===== config.mk =====
export PLATFORM = sky130hd
export DESIGN_NAME = txlink_top
export DESIGN_NICKNAME = d
export VERILOG_FILES = /design/src/rtl/txlink_pkg.sv /design/src/rtl/txlink_store.sv /design/src/rtl/txlink_ctrl.sv /design/src/rtl/txlink_top.sv
export SDC_FILE = /design/constraint.sdc
export NUM_CORES = 1
export LEC_CHECK = 0
export BUFFER_PORTS_ARGS = -buffer_cell sky130_fd_sc_hd__buf_2
export CORE_AREA = 2 2 159 200
export CTS_CLUSTER_DIAMETER = 50
export DETAILED_ROUTE_END_ITERATION = 16
export DIE_AREA = 0 0 161 202
export PLACE_DENSITY = 0.75
export SETUP_SLACK_MARGIN = 0.5
export SLEW_MARGIN = 20
export SYNTH_ARGS = -nofsm -noshare
export SYNTH_HDL_FRONTEND = slang
export SYNTH_SLANG_ARGS = --single-unit

===== constraint.sdc =====
create_clock -name clk -period 7.1 [get_ports clk]
set_input_delay 1.42 -clock clk [delete_from_list [all_inputs] [get_ports clk]]
set_output_delay 1.42 -clock clk [all_outputs]
set_load 0.01 [all_outputs]

===== src/rtl/txlink_pkg.sv =====
package txlink_pkg;

  typedef enum logic [2:0] {
    KIND_SOP     = 3'd0,
    KIND_DATA    = 3'd1,
    KIND_EOP     = 3'd2,
    KIND_RESTART = 3'd3,
    KIND_LREQ    = 3'd4,
    KIND_IDLE    = 3'd7
  } outKind_e;

  typedef enum logic [1:0] {
    FB_ACC   = 2'd0,
    FB_RETRY = 2'd1,
    FB_NACC  = 2'd2,
    FB_LRESP = 2'd3
  } fbKind_e;

  // strobes from the controller to the replay store
  typedef struct packed {
    logic push;   // write the offered packet at the tail
    logic latch;  // capture the word at rdOff for the coming data item
  } strobe_t;

endpackage


===== src/rtl/txlink_store.sv =====
module txlink_store
  import txlink_pkg::*;
#(
  parameter int DATA_W = 32,
  parameter int PRIO_W = 2,
  parameter int DEPTH  = 8,
  localparam int IDX_W = (DEPTH > 1) ? $clog2(DEPTH) : 1,
  localparam int CNT_W = $clog2(DEPTH + 1)
) (
  input  logic              clk,
  input  logic              rstN,
  input  strobe_t           strb,
  input  logic [CNT_W-1:0]  relN,
  input  logic [CNT_W-1:0]  rdOff,
  input  logic [DATA_W-1:0] wrData,
  input  logic [PRIO_W-1:0] wrPrio,
  output logic [CNT_W-1:0]  cnt,
  output logic [PRIO_W-1:0] rdPrio,
  output logic [DATA_W-1:0] latchData
);

  logic [DATA_W-1:0] dataMem [DEPTH];
  logic [PRIO_W-1:0] prioMem [DEPTH];
  logic [IDX_W-1:0]  headIdx;
  logic [IDX_W-1:0]  tailIdx;
  logic [IDX_W-1:0]  rdIdx;
  logic [IDX_W-1:0]  headNext;

  function automatic logic [IDX_W-1:0] wrapIdx(input logic [IDX_W:0] v);
    if (v >= (IDX_W+1)'(DEPTH)) return IDX_W'(v - (IDX_W+1)'(DEPTH));
    else return v[IDX_W-1:0];
  endfunction

  assign tailIdx  = wrapIdx({1'b0, headIdx} + (IDX_W+1)'(cnt));
  assign rdIdx    = wrapIdx({1'b0, headIdx} + (IDX_W+1)'(rdOff));
  assign headNext = wrapIdx({1'b0, headIdx} + (IDX_W+1)'(relN));
  assign rdPrio   = prioMem[rdIdx];

  always_ff @(posedge clk) begin
    if (strb.push) begin
      dataMem[tailIdx] <= wrData;
      prioMem[tailIdx] <= wrPrio;
    end
  end

  always_ff @(posedge clk) begin
    if (!rstN) begin
      headIdx   <= '0;
      cnt       <= '0;
      latchData <= '0;
    end else begin
      headIdx <= headNext;
      cnt     <= cnt + CNT_W'(strb.push) - relN;
      if (strb.latch) latchData <= dataMem[rdIdx];
    end
  end

  // the controller never writes into a full store
  assert_push_room_R4: assert property (@(posedge clk) disable iff (!rstN)
    strb.push |-> (cnt < CNT_W'(DEPTH)));

  // a release never frees more than is stored
  assert_release_bound_R4: assert property (@(posedge clk) disable iff (!rstN)
    relN <= cnt);

endmodule


===== src/rtl/txlink_ctrl.sv =====
module txlink_ctrl
  import txlink_pkg::*;
#(
  parameter int ACK_W  = 5,
  parameter int PRIO_W = 2,
  parameter int DEPTH  = 8,
  parameter int TMR_W  = 16,
  localparam int CNT_W = $clog2(DEPTH + 1)
) (
  input  logic              clk,
  input  logic              rstN,
  input  logic              pktValid,
  output logic              pktReady,
  input  logic [CNT_W-1:0]  cnt,
  input  logic [PRIO_W-1:0] rdPrio,
  input  logic              fbValid,
  input  logic [1:0]        fbKind,
  input  logic [ACK_W-1:0]  fbAck,
  input  logic [TMR_W-1:0]  respTimeout,
  output strobe_t           strb,
  output logic [CNT_W-1:0]  relN,
  output logic [CNT_W-1:0]  rdOff,
  output logic              outValid,
  output logic [2:0]        outKind,
  output logic [ACK_W-1:0]  outAck,
  output logic [PRIO_W-1:0] outPrio,
  output logic              protoErr
);

  logic [ACK_W-1:0] headAck;
  logic [CNT_W-1:0] sendOff;
  logic             needData, openPkt, waiting, pendRestart, pendLreq;
  logic [TMR_W-1:0] timer;

  logic [ACK_W-1:0] fbOff;
  logic             matchSent, lrespInRange;
  logic             accEvt, retryEvt, naccEvt, lrespEvt, badEvt;
  logic             timeoutHit, ctlSym, blockSop;
  logic             emitValid, sopFire, lreqFire, restartFire;
  outKind_e         emitKind;

  // feedback classification against the outstanding window
  assign fbOff        = fbAck - headAck;
  assign matchSent    = {1'b0, fbOff} < (ACK_W+1)'(sendOff);
  assign lrespInRange = {1'b0, fbOff} <= (ACK_W+1)'(sendOff);
  assign accEvt   = fbValid && (fbKind == FB_ACC)   && matchSent;
  assign retryEvt = fbValid && (fbKind == FB_RETRY) && matchSent && !waiting;
  assign naccEvt  = fbValid && (fbKind == FB_NACC)  && matchSent && !waiting;
  assign lrespEvt = fbValid && (fbKind == FB_LRESP) && waiting && lrespInRange;
  assign badEvt   = fbValid && !(accEvt || retryEvt || naccEvt || lrespEvt);

  assign relN = accEvt   ? CNT_W'(fbOff) + CNT_W'(1) :
                lrespEvt ? CNT_W'(fbOff) : '0;

  assign timeoutHit = waiting && !pendLreq &&
                      (({1'b0, timer} + (TMR_W+1)'(1)) >= {1'b0, respTimeout});
  assign ctlSym   = pendRestart || ((pendLreq || timeoutHit) && !lrespEvt);
  assign blockSop = waiting || retryEvt || naccEvt || lrespEvt;

  always_comb begin
    emitValid   = 1'b0;
    emitKind    = KIND_IDLE;
    sopFire     = 1'b0;
    lreqFire    = 1'b0;
    restartFire = 1'b0;
    if (needData) begin
      emitValid = 1'b1;
      emitKind  = KIND_DATA;
    end else if (ctlSym) begin
      emitValid = 1'b1;
      if (openPkt) begin
        emitKind = KIND_EOP;
      end else if (pendRestart) begin
        emitKind    = KIND_RESTART;
        restartFire = 1'b1;
      end else begin
        emitKind = KIND_LREQ;
        lreqFire = 1'b1;
      end
    end else if (!blockSop && (sendOff < cnt)) begin
      emitValid = 1'b1;
      emitKind  = KIND_SOP;
      sopFire   = 1'b1;
    end else if (openPkt) begin
      emitValid = 1'b1;
      emitKind  = KIND_EOP;
    end
  end

  assign pktReady   = cnt < CNT_W'(DEPTH);
  assign strb.push  = pktValid && pktReady;
  assign strb.latch = sopFire;
  assign rdOff      = sendOff;

  always_ff @(posedge clk) begin
    if (!rstN) begin
      headAck     <= '0;
      sendOff     <= '0;
      needData    <= 1'b0;
      openPkt     <= 1'b0;
      waiting     <= 1'b0;
      pendRestart <= 1'b0;
      pendLreq    <= 1'b0;
      timer       <= '0;
      protoErr    <= 1'b0;
      outValid    <= 1'b0;
      outKind     <= KIND_IDLE;
      outAck      <= '0;
      outPrio     <= '0;
    end else begin
      headAck <= headAck + ACK_W'(relN);
      if (retryEvt)      sendOff <= CNT_W'(fbOff);
      else if (lrespEvt) sendOff <= '0;
      else               sendOff <= sendOff + CNT_W'(sopFire) - relN;

      needData <= sopFire;
      if (emitKind == KIND_DATA) openPkt <= 1'b1;
      else if (emitValid)        openPkt <= 1'b0;

      if (naccEvt)       waiting <= 1'b1;
      else if (lrespEvt) waiting <= 1'b0;

      if (naccEvt)                    pendLreq <= 1'b1;
      else if (lreqFire || lrespEvt)  pendLreq <= 1'b0;

      if (retryEvt)         pendRestart <= 1'b1;
      else if (restartFire) pendRestart <= 1'b0;

      if (lreqFire || naccEvt)        timer <= '0;
      else if (waiting && timer != '1) timer <= timer + TMR_W'(1);

      protoErr <= badEvt;
      outValid <= emitValid;
      outKind  <= emitKind;
      outAck   <= headAck + ACK_W'(sendOff);
      outPrio  <= rdPrio;
    end
  end

  // a start item is always followed at once by its data item
  assert_data_after_sop_R2: assert property (@(posedge clk) disable iff (!rstN)
    (outValid && outKind == KIND_SOP) |=> (outValid && outKind == KIND_DATA));

  // an end item only closes a packet whose data was just sent
  assert_eop_after_data_R3: assert property (@(posedge clk) disable iff (!rstN)
    (outValid && outKind == KIND_EOP) |-> $past(outValid && outKind == KIND_DATA));

  // no new packet starts while a link-response is awaited
  assert_no_sop_waiting_R6: assert property (@(posedge clk) disable iff (!rstN)
    waiting |=> !(outValid && outKind == KIND_SOP));

  // dropped feedback frees nothing
  assert_bad_no_release_R9: assert property (@(posedge clk) disable iff (!rstN)
    protoErr |-> $stable(headAck));

endmodule


===== src/rtl/txlink_top.sv =====
module txlink_top
  import txlink_pkg::*;
#(
  parameter int DATA_W = 32,
  parameter int PRIO_W = 2,
  parameter int ACK_W  = 5,
  parameter int DEPTH  = 8,
  parameter int TMR_W  = 16,
  localparam int CNT_W = $clog2(DEPTH + 1)
) (
  input  logic              clk,
  input  logic              rstN,
  input  logic              pktValid,
  output logic              pktReady,
  input  logic [DATA_W-1:0] pktData,
  input  logic [PRIO_W-1:0] pktPrio,
  input  logic              fbValid,
  input  logic [1:0]        fbKind,
  input  logic [ACK_W-1:0]  fbAck,
  input  logic [TMR_W-1:0]  respTimeout,
  output logic              outValid,
  output logic [2:0]        outKind,
  output logic [ACK_W-1:0]  outAck,
  output logic [PRIO_W-1:0] outPrio,
  output logic [DATA_W-1:0] outData,
  output logic              protoErr
);

  strobe_t          strb;
  logic [CNT_W-1:0] relN, rdOff, cnt;
  logic [PRIO_W-1:0] rdPrio;

  txlink_ctrl #(.ACK_W(ACK_W), .PRIO_W(PRIO_W), .DEPTH(DEPTH), .TMR_W(TMR_W)) ctrl (
    .clk(clk), .rstN(rstN), .pktValid(pktValid), .pktReady(pktReady),
    .cnt(cnt), .rdPrio(rdPrio), .fbValid(fbValid), .fbKind(fbKind),
    .fbAck(fbAck), .respTimeout(respTimeout), .strb(strb), .relN(relN),
    .rdOff(rdOff), .outValid(outValid), .outKind(outKind), .outAck(outAck),
    .outPrio(outPrio), .protoErr(protoErr)
  );

  txlink_store #(.DATA_W(DATA_W), .PRIO_W(PRIO_W), .DEPTH(DEPTH)) store (
    .clk(clk), .rstN(rstN), .strb(strb), .relN(relN), .rdOff(rdOff),
    .wrData(pktData), .wrPrio(pktPrio), .cnt(cnt), .rdPrio(rdPrio),
    .latchData(outData)
  );

endmodule


==> summary.md, run 1 <==
| Metric | Value |
|---|---|
| Status | completed |
| Critical Path RT | 7.54 ns |
| Detail Placement HPWL | 16300 um |
| Largest net degree at the start of global routing | between 60 and 70 |
| RSZ-0062 raised after global routing | false |
| Arrival time at the worst endpoint | roughly 6.1 ns |
| Share of cells above drive strength 1 | 0.268 |
| Post-Synthesis Cell Area | between 0.015 and 0.02 sq mm |
| Syn_nets | about 1100 |
| Drt via density | 5.42 |
| Crit path kind | input port to flop |
| Placeable Area | ~0.03 sq mm |
| First-pass GRT wire length | roughly 45000 um |
| Worst-path cell chain | buf_2 -> inv_1 -> ha_1 -> inv_1 -> fa_1 -> xor2_1 -> ha_1 -> and4b_1 -> a211oi_1 -> o21ai_0 -> nor3_1 -> a22oi_1 -> ha_1 -> ha_1 -> a21o_1 -> a21oi_1 -> xnor2_1 -> xnor2_1 -> o31ai_1 |
| Hold WS | 0.453 ns |
| Rows | between 70 and 80 |
| Dominant cell type by area after synthesis | edfxtp_1 |
| Hold Vio Cnt, Final | 0 |
| Setup crit start kind | input port |
| Syn avg cell area | between 15 and 20 sq um |
| Later-pin clock latency in the skew report | approximately 0.53 ns |
| Area Growth Syn to Fin | 14.8% |
| Port bufs | around 110 |
| Chip Height | just over 200 um |
| Period utilization | 0.803 |
| Die width | ~160 um |
| Grt ovf | 0 |
| Place WS | between 0.9 and 1 ns |
| Yosys warning count | 0 |
| WL final | ~29000 um |
| Total global routing track utilization | 0.180 |
| Slew Limit Fails | 0 |
| Clock buffer count from CTS | 36 |
| Final setup fails | 0 |
| Synthesis-stage register bit count | approximately 350 |
| Synth cell types | 49 |
| Layout net count | roughly 1200 |
| Number of global-route vias before repair | ~8200 |
| Most used DFF post-synth | edfxtp_1 |
| Leakage power | between 6 and 7 nW |
| Number of DRC markers in iteration 0 | roughly 530 |
| Post_cts resized | 0 |
| Most used cell along the critical path | ha_1 |
| Top cell type's share of synthesized area | 0.542 |
| H-tree levels | 2 |
| Maxcap violations | 0 |
| Hold_buf cts | 0 |
| Top post-synthesis cells by count | edfxtp_1, nand2_1, dfxtp_1, mux4_2, ha_1 |
| TritonRoute pass-1 iters | 5 |
| Peak VDD IR | between 200 and 250 uV |
| Die ar. | between 0.03 and 0.04 sq mm |
| CP top delay family | adder cells |
| Area contributors post-synth | edfxtp_1, dfxtp_1, mux4_2, ha_1, mux2i_1 |
| GP Congestion | around 0.79 |
| Clock buffer depth | 3 |
| Register area share after synthesis | 0.649 |
| EDFF count, synth | 272 |
| Fin crit period | around 5.7 ns |
| CTS root buf | clkbuf_16 |
| Worst min path class | flop to flop |
| Final worst setup slack | ~1.4 ns |
| PD cells | approximately 360 mW/mm^2 |
| Initial core utilization | 0.492 |
| Post-DRT Antenna Nets | 0 |
| Clock skew | ~0.019 ns |
| WP buf/inv | 3 |
| Setup TNS | 0 ns |
| Util after Layout | 0.565 |
| Vias | slightly above 8000 |
| Drt drc | 0 |
| Setup bufs post-CTS | 0 |
| Crit path largest cell delay | about 0.54 ns |
| Slew @ Worst Pin | about 1.1 ns |
| Ports | 106 |
| Crit end category | flop |
| Most numerous cell in the Yosys netlist | edfxtp_1 |
| Clk slew on worst S/H paths | 0.06 ns |
| Crit-path slowest cell | nor3_1 |
| Headroom to the max-slew limit | 0.286 |
| CTS sink count | between 300 and 400 |
| Max Clock Freq | between 150 and 200 MHz |
| Initial antenna violation count | 4 |
| Worst Path Max Fanout | 6 |
| Cells after Synth | about 940 |
| Routed WL per cell | just under 20 um |
| Ys async rst share | 0 |
| CTS tree | done |
## through the flow
stage	instances	instance area [sq um]	power, W
after CTS	1496	17300	0.00626
after global routing	1497	17300	0.00649
final	1498	17300	0.00618
after global placement	1430	16100	0.00428
after floorplan	942	15100	0.00394
after detailed placement	1430	16100	0.00432
## cell usage in the layout, fill, tap and decap left out, types with 8 or more instances in the layout
cell type | netlist | final
and2_1 | 19 | 19
nor2b_1 | 12 | 12
inv_1 | 47 | 47
xor2_1 | 31 | 31
a21o_1 | 8 | 8
edfxtp_1 | 272 | 272
nor2_1 | 27 | 23
a21oi_1 | 14 | 14
nand3_1 | 15 | 15
clkbuf_16 | 0 | 36
mux2i_1 | 36 | 36
mux2_2 | 32 | 32
buf_4 | 1 | 13
xnor2_1 | 24 | 23
dfxtp_1 | 81 | 81
mux4_2 | 68 | 68
ha_1 | 52 | 51
buf_2 | 4 | 104
nand2_1 | 88 | 88
o21ai_0 | 11 | 11
## report_power, final
| group | leakage, nW | internal, W | switching (W) |
|---|---|---|---|
| sequential | 3.13 | 0.00248 | 0.0000881 |
| combinational | 2.61 | 0.000823 | 0.000867 |
| clock | 0.601 | 0.00113 | 0.000798 |
| total | 6.34 | 0.00443 | 0.00175 |
## kinds of logic after synthesis
kind of cell | after synthesis | synth area share
multiplexers | 136 | 0.149
AO/OA/AOI/OAI | 57 | 0.0261
XOR/XNOR | 56 | 0.0334
adder cells (fa/ha/maj) | 60 | 0.0538
buffers and inverters | 83 | 0.0250
AND/OR/NAND/NOR | 197 | 0.0629
flip-flops | 353 | 0.649
## metal layers
metal,routed length (um),vias up,GRT usage
li1,-,3777,-
met1,12100,4071,0.228
met2,14700,213,0.315
met3,1490,48,0.0328
met4,646,4,0.0548
met5,25,-,0
## path summary, 6_finish.rpt
kind	from	to	slack [ns]	cells after the start
worst max register to register	ctrl.headAck[1]	ctrl.rdOff[3]	1.98	18
worst max-delay path	fbAck[0]	ctrl.rdOff[3]	1.40	19
worst min register to register	store.latchData[1]	store.latchData[1]	0.45	2
worst min-delay path	store.latchData[1]	store.latchData[1]	0.45	2
## area by class of cell
cell class	count	area, sq um
fillers	2397	13300
flip-flops and latches	353	9790
multi-input cells	506	4990
clock buffers	42	953
repair buffers	117	618
well taps	407	509
clock inverters	24	268
inverters	47	176
diodes	2	5.00
## sequential cells by signal (all words and copies together), names as in the netlist, 2 cells and up
register         flops
ctrl.outAck          5
ctrl.timer          16
ctrl.outKind         3
store.latchData     32
store.cnt            4
store.dataMem      256
ctrl.rdOff           4
ctrl.outPrio         2
store.prioMem       16
ctrl.headAck         5
store.headIdx        3
## worst register-to-register path, cell delays in order (launching register included)
cell	delay, ns
dfxtp_1	0.33
inv_1	0.21
ha_1	0.28
a21o_1	0.15
a21oi_1	0.25
xnor2_1	0.23
ha_1	0.32
and4b_1	0.21
a211oi_1	0.29
o21ai_0	0.26
nor3_1	0.54
a22oi_1	0.38
ha_1	0.43
ha_1	0.31
a21o_1	0.16
a21oi_1	0.23
xnor2_1	0.13
xnor2_1	0.13
o31ai_1	0.20
No activity file was read; power rests on OpenSTA's default activity.
==> inputs of run 2 (changes only) <==
Clock period 7.1 ns to 5.3 ns, I/O delays scaled along.
==> run 2 against run 1 <==
Net effect:
- cell count increased by 0.27%
- cell area increased by 0.33%
- sequential share of layout area decreased by 0.19 points
- critical path type unchanged
- highest routed layer unchanged
==> summary.md, run 2 (synthesis gave the netlist of run 1 again) <==
| Metric | Value |
|---|---|
| Status | completed (unchanged) |
| Total global routing track utilization | 0.180 (about the same) |
| GP Congestion | 0.781 (was 0.790) |
| Routed WL per cell | 19.1 um (was 19.3 um) |
| Met1 Use GR | 0.222 (was 0.228) |
| Clk slew on worst S/H paths | 0.06 ns (about the same) |
| Reg2Reg Setup Slack | 0.94 ns (was 1.98 ns) |
| Period utilization | 0.848 |
| Hold_buf cts | 0 (unchanged) |
| Setup crit start kind | input port (unchanged) |
| Worst Path Max Fanout | 6 (unchanged) |
| Area Growth Syn to Fin | 15.2% (was 14.8%) |
| WL final | 28700 um (was 28900 um) |
| Clock buffer count from CTS | 37 (was 36) |
| Number of global-route vias before repair | 8418 (was 8161) |
| H-tree levels | 2 (unchanged) |
| CTS tree | done (unchanged) |
| Crit end category | flop (unchanged) |
| Die width | 161 um (unchanged) |
| Critical Path RT | 5.73 ns (was 7.54 ns) |
| Post-DRT Antenna Nets | 0 (unchanged) |
| Drt drc | 0 (unchanged) |
| # fillers | 2410 (was 2397) |
| TritonRoute pass-1 iters | 5 (unchanged) |
| Worst min path class | flop to flop (unchanged) |
| Initial antenna violation count | 3 (was 4) |
| Later-pin clock latency in the skew report | 0.53 ns (about the same) |
| Leading registers by flop count | store.dataMem: 256 flops, store.latchData: 32 flops (unchanged) |
| Register-to-Register Path Depth | 18 (unchanged) |
| Sequential power share | 0.417 (was 0.415) |
| Headroom to the max-slew limit | 0.286 (about the same) |
| Commonest non-fill, non-tap cell in the layout | edfxtp_1 (unchanged) |
| Peak VDD IR | 335 uV (was 219 uV) |
| Setup TNS | 0 ns (unchanged) |
| R2r startpoint | ctrl.headAck[1] (unchanged) |
| Crit path kind | input port to flop (unchanged) |
| Non-Filler Instances | 1502 (was 1498) |
| Inst Count DP | 1434 (was 1430) |
| CTS sink count | 353 (unchanged) |
| Most frequent cells in the layout | edfxtp_1, buf_2, nand2_1 (unchanged) |
| Clock skew | 0.0165 ns (was 0.0190 ns) |
| Port bufs | 105 (unchanged) |
| Crit-path slowest cell | ha_1 (was nor3_1) |
| Top reg by flops | store.dataMem (unchanged) |
| First-pass GRT wire length | 45100 um (about the same) |
| Die ar. | 0.0325 sq mm (unchanged) |
| CP top delay family | compound AO/OA/AOI/OAI gates (was adder cells) |
| WP buf/inv | 1 (was 3) |
| Hold Vio Cnt, Final | 0 (unchanged) |
| CTS root buf | clkbuf_16 (unchanged) |
| Drt via density | 5.35 (was 5.42) |
| Number of DRC markers in iteration 0 | 493 (was 528) |
| Layer with the highest usage | met2 (unchanged) |
| Clock power frac | 0.309 (was 0.311) |
| Initial core utilization | 0.492 (unchanged) |
| Worst Setup SP | fbAck[1] (was fbAck[0]) |
| Crit path largest cell delay | 0.36 ns (was 0.54 ns) |
| Grt ovf | 0 (unchanged) |
| Final setup fails | 0 (unchanged) |
| RSZ-0062 raised after global routing | false (unchanged) |
| WP depth | 18 (was 19) |
| Slew Limit Fails | 0 (unchanged) |
| Most used cell along the critical path | ha_1 (unchanged) |
| Chip Height | 202 um (unchanged) |
| Share of cells above drive strength 1 | 0.275 (was 0.268) |
| PD cells | 475 mW/mm^2 (was 357 mW/mm^2) |
| Largest net degree at the start of global routing | 100 (was 67) |
| Max Clock Freq | between 200 and 250 MHz |
| Switch share | 0.281 (was 0.284) |
| Clock buffer depth | 3 (unchanged) |
| Vias | 8032 (was 8113) |
| Fin crit period | 4.49 ns |
| Arrival time at the worst endpoint | 4.93 ns (was 6.14 ns) |
| Maxcap violations | 0 (unchanged) |
| Detail Placement HPWL | 16700 um (was 16300 um) |
| Met3 usage | 0.0347 (was 0.0328) |
| Leakage power | 6.35 nW (was 6.34 nW) |
| WHS Path Cells | 2 (unchanged) |
| Setup bufs post-CTS | 0 (unchanged) |
| Number of flip-flops in the largest register | 256 (unchanged) |
| Combinational share of power | 0.275 (was 0.273) |
| Slew @ Worst Pin | 1.07 ns (about the same) |
| Worst setup path endpoint | ctrl.rdOff[3] (unchanged) |
| Met2 global-route usage | 0.319 (was 0.315) |
| Util after Layout | 0.567 (was 0.565) |
| Rows | 72 (unchanged) |
| Layout net count | 1187 (was 1182) |
| Psw | 0.00232 W (was 0.00175 W) |
| RR Endpoint | ctrl.rdOff[3] (unchanged) |
| Int Power | 0.00593 W (was 0.00443 W) |
| Placeable Area | 0.0306 sq mm (unchanged) |
| Worst-path cell chain | buf_2 -> ha_1 -> a21o_1 -> a21oi_2 -> xnor2_1 -> ha_1 -> and4b_1 -> a211oi_1 -> o21ai_1 -> nor3_4 -> a22oi_2 -> ha_1 -> ha_1 -> a21o_1 -> a21oi_1 -> xnor2_1 -> xnor2_1 -> o31ai_1 (was buf_2 -> inv_1 -> ha_1 -> inv_1 -> fa_1 -> xor2_1 -> ha_1 -> and4b_1 -> a211oi_1 -> o21ai_0 -> nor3_1 -> a22oi_1 -> ha_1 -> ha_1 -> a21o_1 -> a21oi_1 -> xnor2_1 -> xnor2_1 -> o31ai_1) |
| Ports | 106 (unchanged) |
run 2: repair_timing:
item                                    CTS  global route
gates resized for setup                   0             3
endpoints found under the hold margin     0             0
endpoints found under the setup margin    0             5
run 2: worst min path at each step:
| stage | start | to |
|---|---|---|
| after floorplan | ctrl.openPkt | ctrl.outKind[0] |
| after global placement | store.latchData[19] | store.latchData[19] |
| after detailed placement | store.latchData[3] | store.latchData[3] |
| after CTS | store.latchData[14] | store.latchData[14] |
| after global routing | store.latchData[5] | store.latchData[5] |
| final | store.latchData[29] | store.latchData[29] |
run 2: routing by layer:
metal	wire (um)	vias up
li1	-	3775
met1	11900	4010
met2	14600	194
met3	1480	49
met4	715	4
met5	25	-
run 2: through the flow:
stage               cell area, sq um  total power [W]  setup WS [ns]  hold slack, ns
global placement               16100          0.00574          0.189           0.439
CTS                            17400          0.00836          0.567           0.455
detailed placement             16100          0.00580         0.0283           0.444
floorplan                      15100          0.00528          0.527           0.454
global route                   17400          0.00866          0.524           0.472
finish                         17400          0.00825          0.807           0.449
run 2: final cells by class:
type                            count  area (sq um)  area share
Sequential cell                   353          9790       0.564
Multi-Input combinational cell    506          5020       0.289
Clock buffer                       46          1000      0.0576
Timing Repair Buffer              121           661      0.0380
Tap cell                          407           509      0.0293
Clock inverter                     21           208      0.0120
Inverter                           47           176      0.0102
Antenna cell                        1          2.50    0.000144
run 2: worst min-delay path, cell delays in order, from the launching register on:
cell and delay (ns):
dfxtp_1 0.30, nand2_1 0.05, mux2i_1 0.05
run 2: power by group through the flow:
stage	Combinational (W)	Clock (W)	Sequential, W
2_1_floorplan	0.00177	0	0.00352
3_3_place_gp	0.00226	0	0.00348
3_5_place_dp	0.00230	0	0.00349
4_1_cts	0.00231	0.00261	0.00344
5_1_grt	0.00249	0.00271	0.00346
6_report	0.00226	0.00255	0.00344
==> inputs of run 3 (changes only) <==
Clock period 5.3 ns to 4.71 ns, I/O delays scaled along.
==> run 3 against run 2 <==
Net effect:
- cell area is 1.6% higher
- total power is 13% higher
- cell count is 1.3% higher
- clock skew is 0.0051 ns lower
- sequential share of layout area is 0.86 points lower
- register-to-register slack worse by 0.22 ns
- non-clock buffer count is 19 higher
- first-iteration DRC count is 4.9% lower
- core utilization is 0.89 points higher
- via count is 1.3% higher
- critical endpoint is now store.cnt[3]
==> summary.md, run 3 (synthesis gave the netlist of run 1 again) <==
| Metric | Value |
|---|---|
| WHS Endpoint | store.latchData[26] (was store.latchData[29]) |
| Most frequent cells in the layout | edfxtp_1, buf_2, nand2_1 (unchanged) |
| PD cells | 528 mW/mm^2 (was 475 mW/mm^2) |
| Grt ovf | 0 (unchanged) |
| Critical Path RT | 5.12 ns (was 5.73 ns) |
| RSZ-0062 raised after global routing | true (was false) |
| Setup TNS | 0 ns (unchanged) |
| # fillers | 2400 (was 2410) |
| Combinational share of power | 0.286 (was 0.275) |
| Drt via density | 5.35 (about the same) |
| Port bufs | 105 (unchanged) |
| Clock buffer count from CTS | 37 (unchanged) |
| Drt drc | 0 (unchanged) |
| Hold WS | 0.452 ns (was 0.449 ns) |
| Register-to-Register Path Depth | 20 (was 18) |
| H-tree levels | 2 (unchanged) |
| Worst Path Max Fanout | 3 (was 6) |
| Top reg by flops | store.dataMem (unchanged) |
| Int Power | 0.00664 W (was 0.00593 W) |
| Die width | 161 um (unchanged) |
| Detail Placement HPWL | 17500 um (was 16700 um) |
| Peak VDD IR | 351 uV (was 335 uV) |
| WHS Path Cells | 2 (unchanged) |
| CTS sink count | 353 (unchanged) |
| R2r startpoint | ctrl.headAck[1] (unchanged) |
| Headroom to the max-slew limit | 0.295 (was 0.286) |
| TritonRoute pass-1 iters | 5 (unchanged) |
| Post-DRT Antenna Nets | 0 (unchanged) |
| Most used cell along the critical path | ha_1 (unchanged) |
| Clock power frac | 0.299 (was 0.309) |
| CTS tree | done (unchanged) |
| Number of global-route vias before repair | 8419 (was 8418) |
| Chip Height | 202 um (unchanged) |
| Number of flip-flops in the largest register | 256 (unchanged) |
| Maxcap violations | 0 (unchanged) |
| Max Clock Freq | 246 MHz |
| Crit path largest cell delay | 0.38 ns (was 0.36 ns) |
| Slew @ Worst Pin | 1.06 ns (was 1.07 ns) |
| Crit path kind | input port to flop (unchanged) |
| Final worst setup slack | 0.650 ns (was 0.807 ns) |
| Fin crit period | approximately 4 ns |
| Worst-path cell chain | buf_2 -> ha_1 -> a21o_1 -> a21oi_4 -> xnor2_2 -> ha_1 -> and4b_1 -> a211oi_2 -> a41oi_2 -> or3_4 -> o21ai_4 -> buf_6 -> ha_4 -> inv_2 -> ha_1 -> a21o_1 -> a21oi_2 -> xnor2_1 -> xnor2_1 -> and2_1 (was buf_2 -> ha_1 -> a21o_1 -> a21oi_2 -> xnor2_1 -> ha_1 -> and4b_1 -> a211oi_1 -> o21ai_1 -> nor3_4 -> a22oi_2 -> ha_1 -> ha_1 -> a21o_1 -> a21oi_1 -> xnor2_1 -> xnor2_1 -> o31ai_1) |
| Rows | 72 (unchanged) |
| Share of cells above drive strength 1 | 0.311 (was 0.275) |
| Initial core utilization | 0.492 (unchanged) |
| Clock buffer depth | 3 (unchanged) |
| WL final | 29600 um (was 28700 um) |
| Reg2Reg Setup Slack | 0.72 ns (was 0.94 ns) |
| Initial antenna violation count | 2 (was 3) |
| Worst min path class | flop to flop (unchanged) |
| Sequential power share | 0.415 (was 0.417) |
| Layout net count | 1206 (was 1187) |
| RR Endpoint | store.cnt[3] (was ctrl.rdOff[3]) |
| Ports | 106 (unchanged) |
| Later-pin clock latency in the skew report | 0.53 ns (about the same) |
| Arrival time at the worst endpoint | 4.47 ns (was 4.93 ns) |
| Clk slew on worst S/H paths | 0.06 ns (about the same) |
| GP Congestion | 0.776 (was 0.781) |
| Number of DRC markers in iteration 0 | 469 (was 493) |
| Slew Limit Fails | 0 (unchanged) |
| Setup crit start kind | input port (unchanged) |
| Final setup fails | 0 (unchanged) |
| Status | completed (unchanged) |
| Leakage power | 6.46 nW (was 6.35 nW) |
| Total global routing track utilization | 0.184 (was 0.180) |
| Clock skew | 0.0113 ns (was 0.0165 ns) |
| Place WS | 0.0292 ns (was 0.0283 ns) |
| Period utilization | 0.862 |
| First-pass GRT wire length | 46300 um (was 45100 um) |
| Placeable Area | 0.0306 sq mm (unchanged) |
| CTS root buf | clkbuf_16 (unchanged) |
| Vias | 8138 (was 8032) |
| Area of the multi-input gates | 0.00517 sq mm (was 0.00502 sq mm) |
| Sequential cell area | 0.00979 sq mm (about the same) |
| Routed WL per cell | 19.4 um (was 19.1 um) |
| Die ar. | 0.0325 sq mm (unchanged) |
| Hold Vio Cnt, Final | 0 (unchanged) |
| Psw | 0.00268 W (was 0.00232 W) |
| Crit end category | flop (unchanged) |
| HP Start | store.latchData[26] (was store.latchData[29]) |
| Largest net degree at the start of global routing | 74 (was 100) |
| Crit-path slowest cell | or3_4 (was ha_1) |
| Switch share | 0.287 (was 0.281) |
| Area Growth Syn to Fin | 17.0% (was 15.2%) |
| Commonest non-fill, non-tap cell in the layout | edfxtp_1 (unchanged) |
| Leading registers by flop count | store.dataMem: 256 flops, store.latchData: 32 flops (unchanged) |
[run 3: critical path, delay by kind of cell]
kind | cells | cell delay, ns
AOI/OAI and AO/OA | 7 | 1.19
adders and majority gates | 4 | 0.96
and+or+nand+nor | 3 | 0.72
xor gates and xnor gates | 3 | 0.38
buffers and inverters | 3 | 0.28
[run 3: final cells by class]
| class | instances | area share |
|---|---|---|
| clock inverter | 22 | 0.00958 |
| sequential | 353 | 0.555 |
| tap | 407 | 0.0289 |
| clock buffer | 45 | 0.0565 |
| multi-input combinational | 506 | 0.293 |
| timing repair buffer | 140 | 0.0460 |
| antenna | 1 | 0.000142 |
| inverter | 47 | 0.0107 |
[run 3: power groups by stage]
| stage | clock (W) | sequential, W | combinational (W) |
|---|---|---|---|
| 2_1_floorplan | 0 | 0.00396 | 0.00203 |
| 3_3_place_gp | 0 | 0.00392 | 0.00264 |
| 3_5_place_dp | 0 | 0.00394 | 0.00269 |
| 4_1_cts | 0.00285 | 0.00387 | 0.00271 |
| 5_1_grt | 0.00296 | 0.00390 | 0.00293 |
| 6_report | 0.00278 | 0.00387 | 0.00267 |
[run 3: worst max path at each step]
| stage | from | endpoint | slack (ns) | depth (start not counted) |
|---|---|---|---|---|
| 2_1_floorplan | fbAck[0] | ctrl.rdOff[3] | 0.26 | 21 |
| 3_3_place_gp | fbAck[0] | store.cnt[3] | 0.1 | 21 |
| 3_5_place_dp | fbAck[0] | ctrl.rdOff[3] | 0.03 | 19 |
| 4_1_cts | fbAck[0] | ctrl.rdOff[3] | 0.56 | 19 |
| 5_1_grt | fbAck[1] | ctrl.rdOff[3] | 0.45 | 19 |
| 6_report | fbAck[1] | store.cnt[3] | 0.65 | 20 |
[run 3: what timing repair did]
action                                  in CTS  in global routing
hold buffers                                 0                  0
setup buffers                                0                  4
endpoints found under the setup margin       3                 55
gates resized for setup                      1                 13
pin swaps                                    0                 12
[run 3: metrics by stage]
stage          total power, W   util  area (sq um)  cells
4_1_cts               0.00943  0.573         17600   1516
6_report              0.00932  0.576         17600   1521
3_5_place_dp          0.00662  0.535         16400   1449
3_3_place_gp          0.00656  0.535         16400   1449
2_1_floorplan         0.00599      -         15200    942
5_1_grt               0.00979  0.576         17600   1520
[run 3: metal layers]
| metal | vias up | global-route usage | wire (um) |
|---|---|---|---|
| li1 | 3823 | - | - |
| met1 | 4072 | 0.232 | 12400 |
| met2 | 194 | 0.323 | 14900 |
| met3 | 47 | 0.0378 | 1530 |
| met4 | 2 | 0.0517 | 638 |
| met5 | - | 0 | 14 |
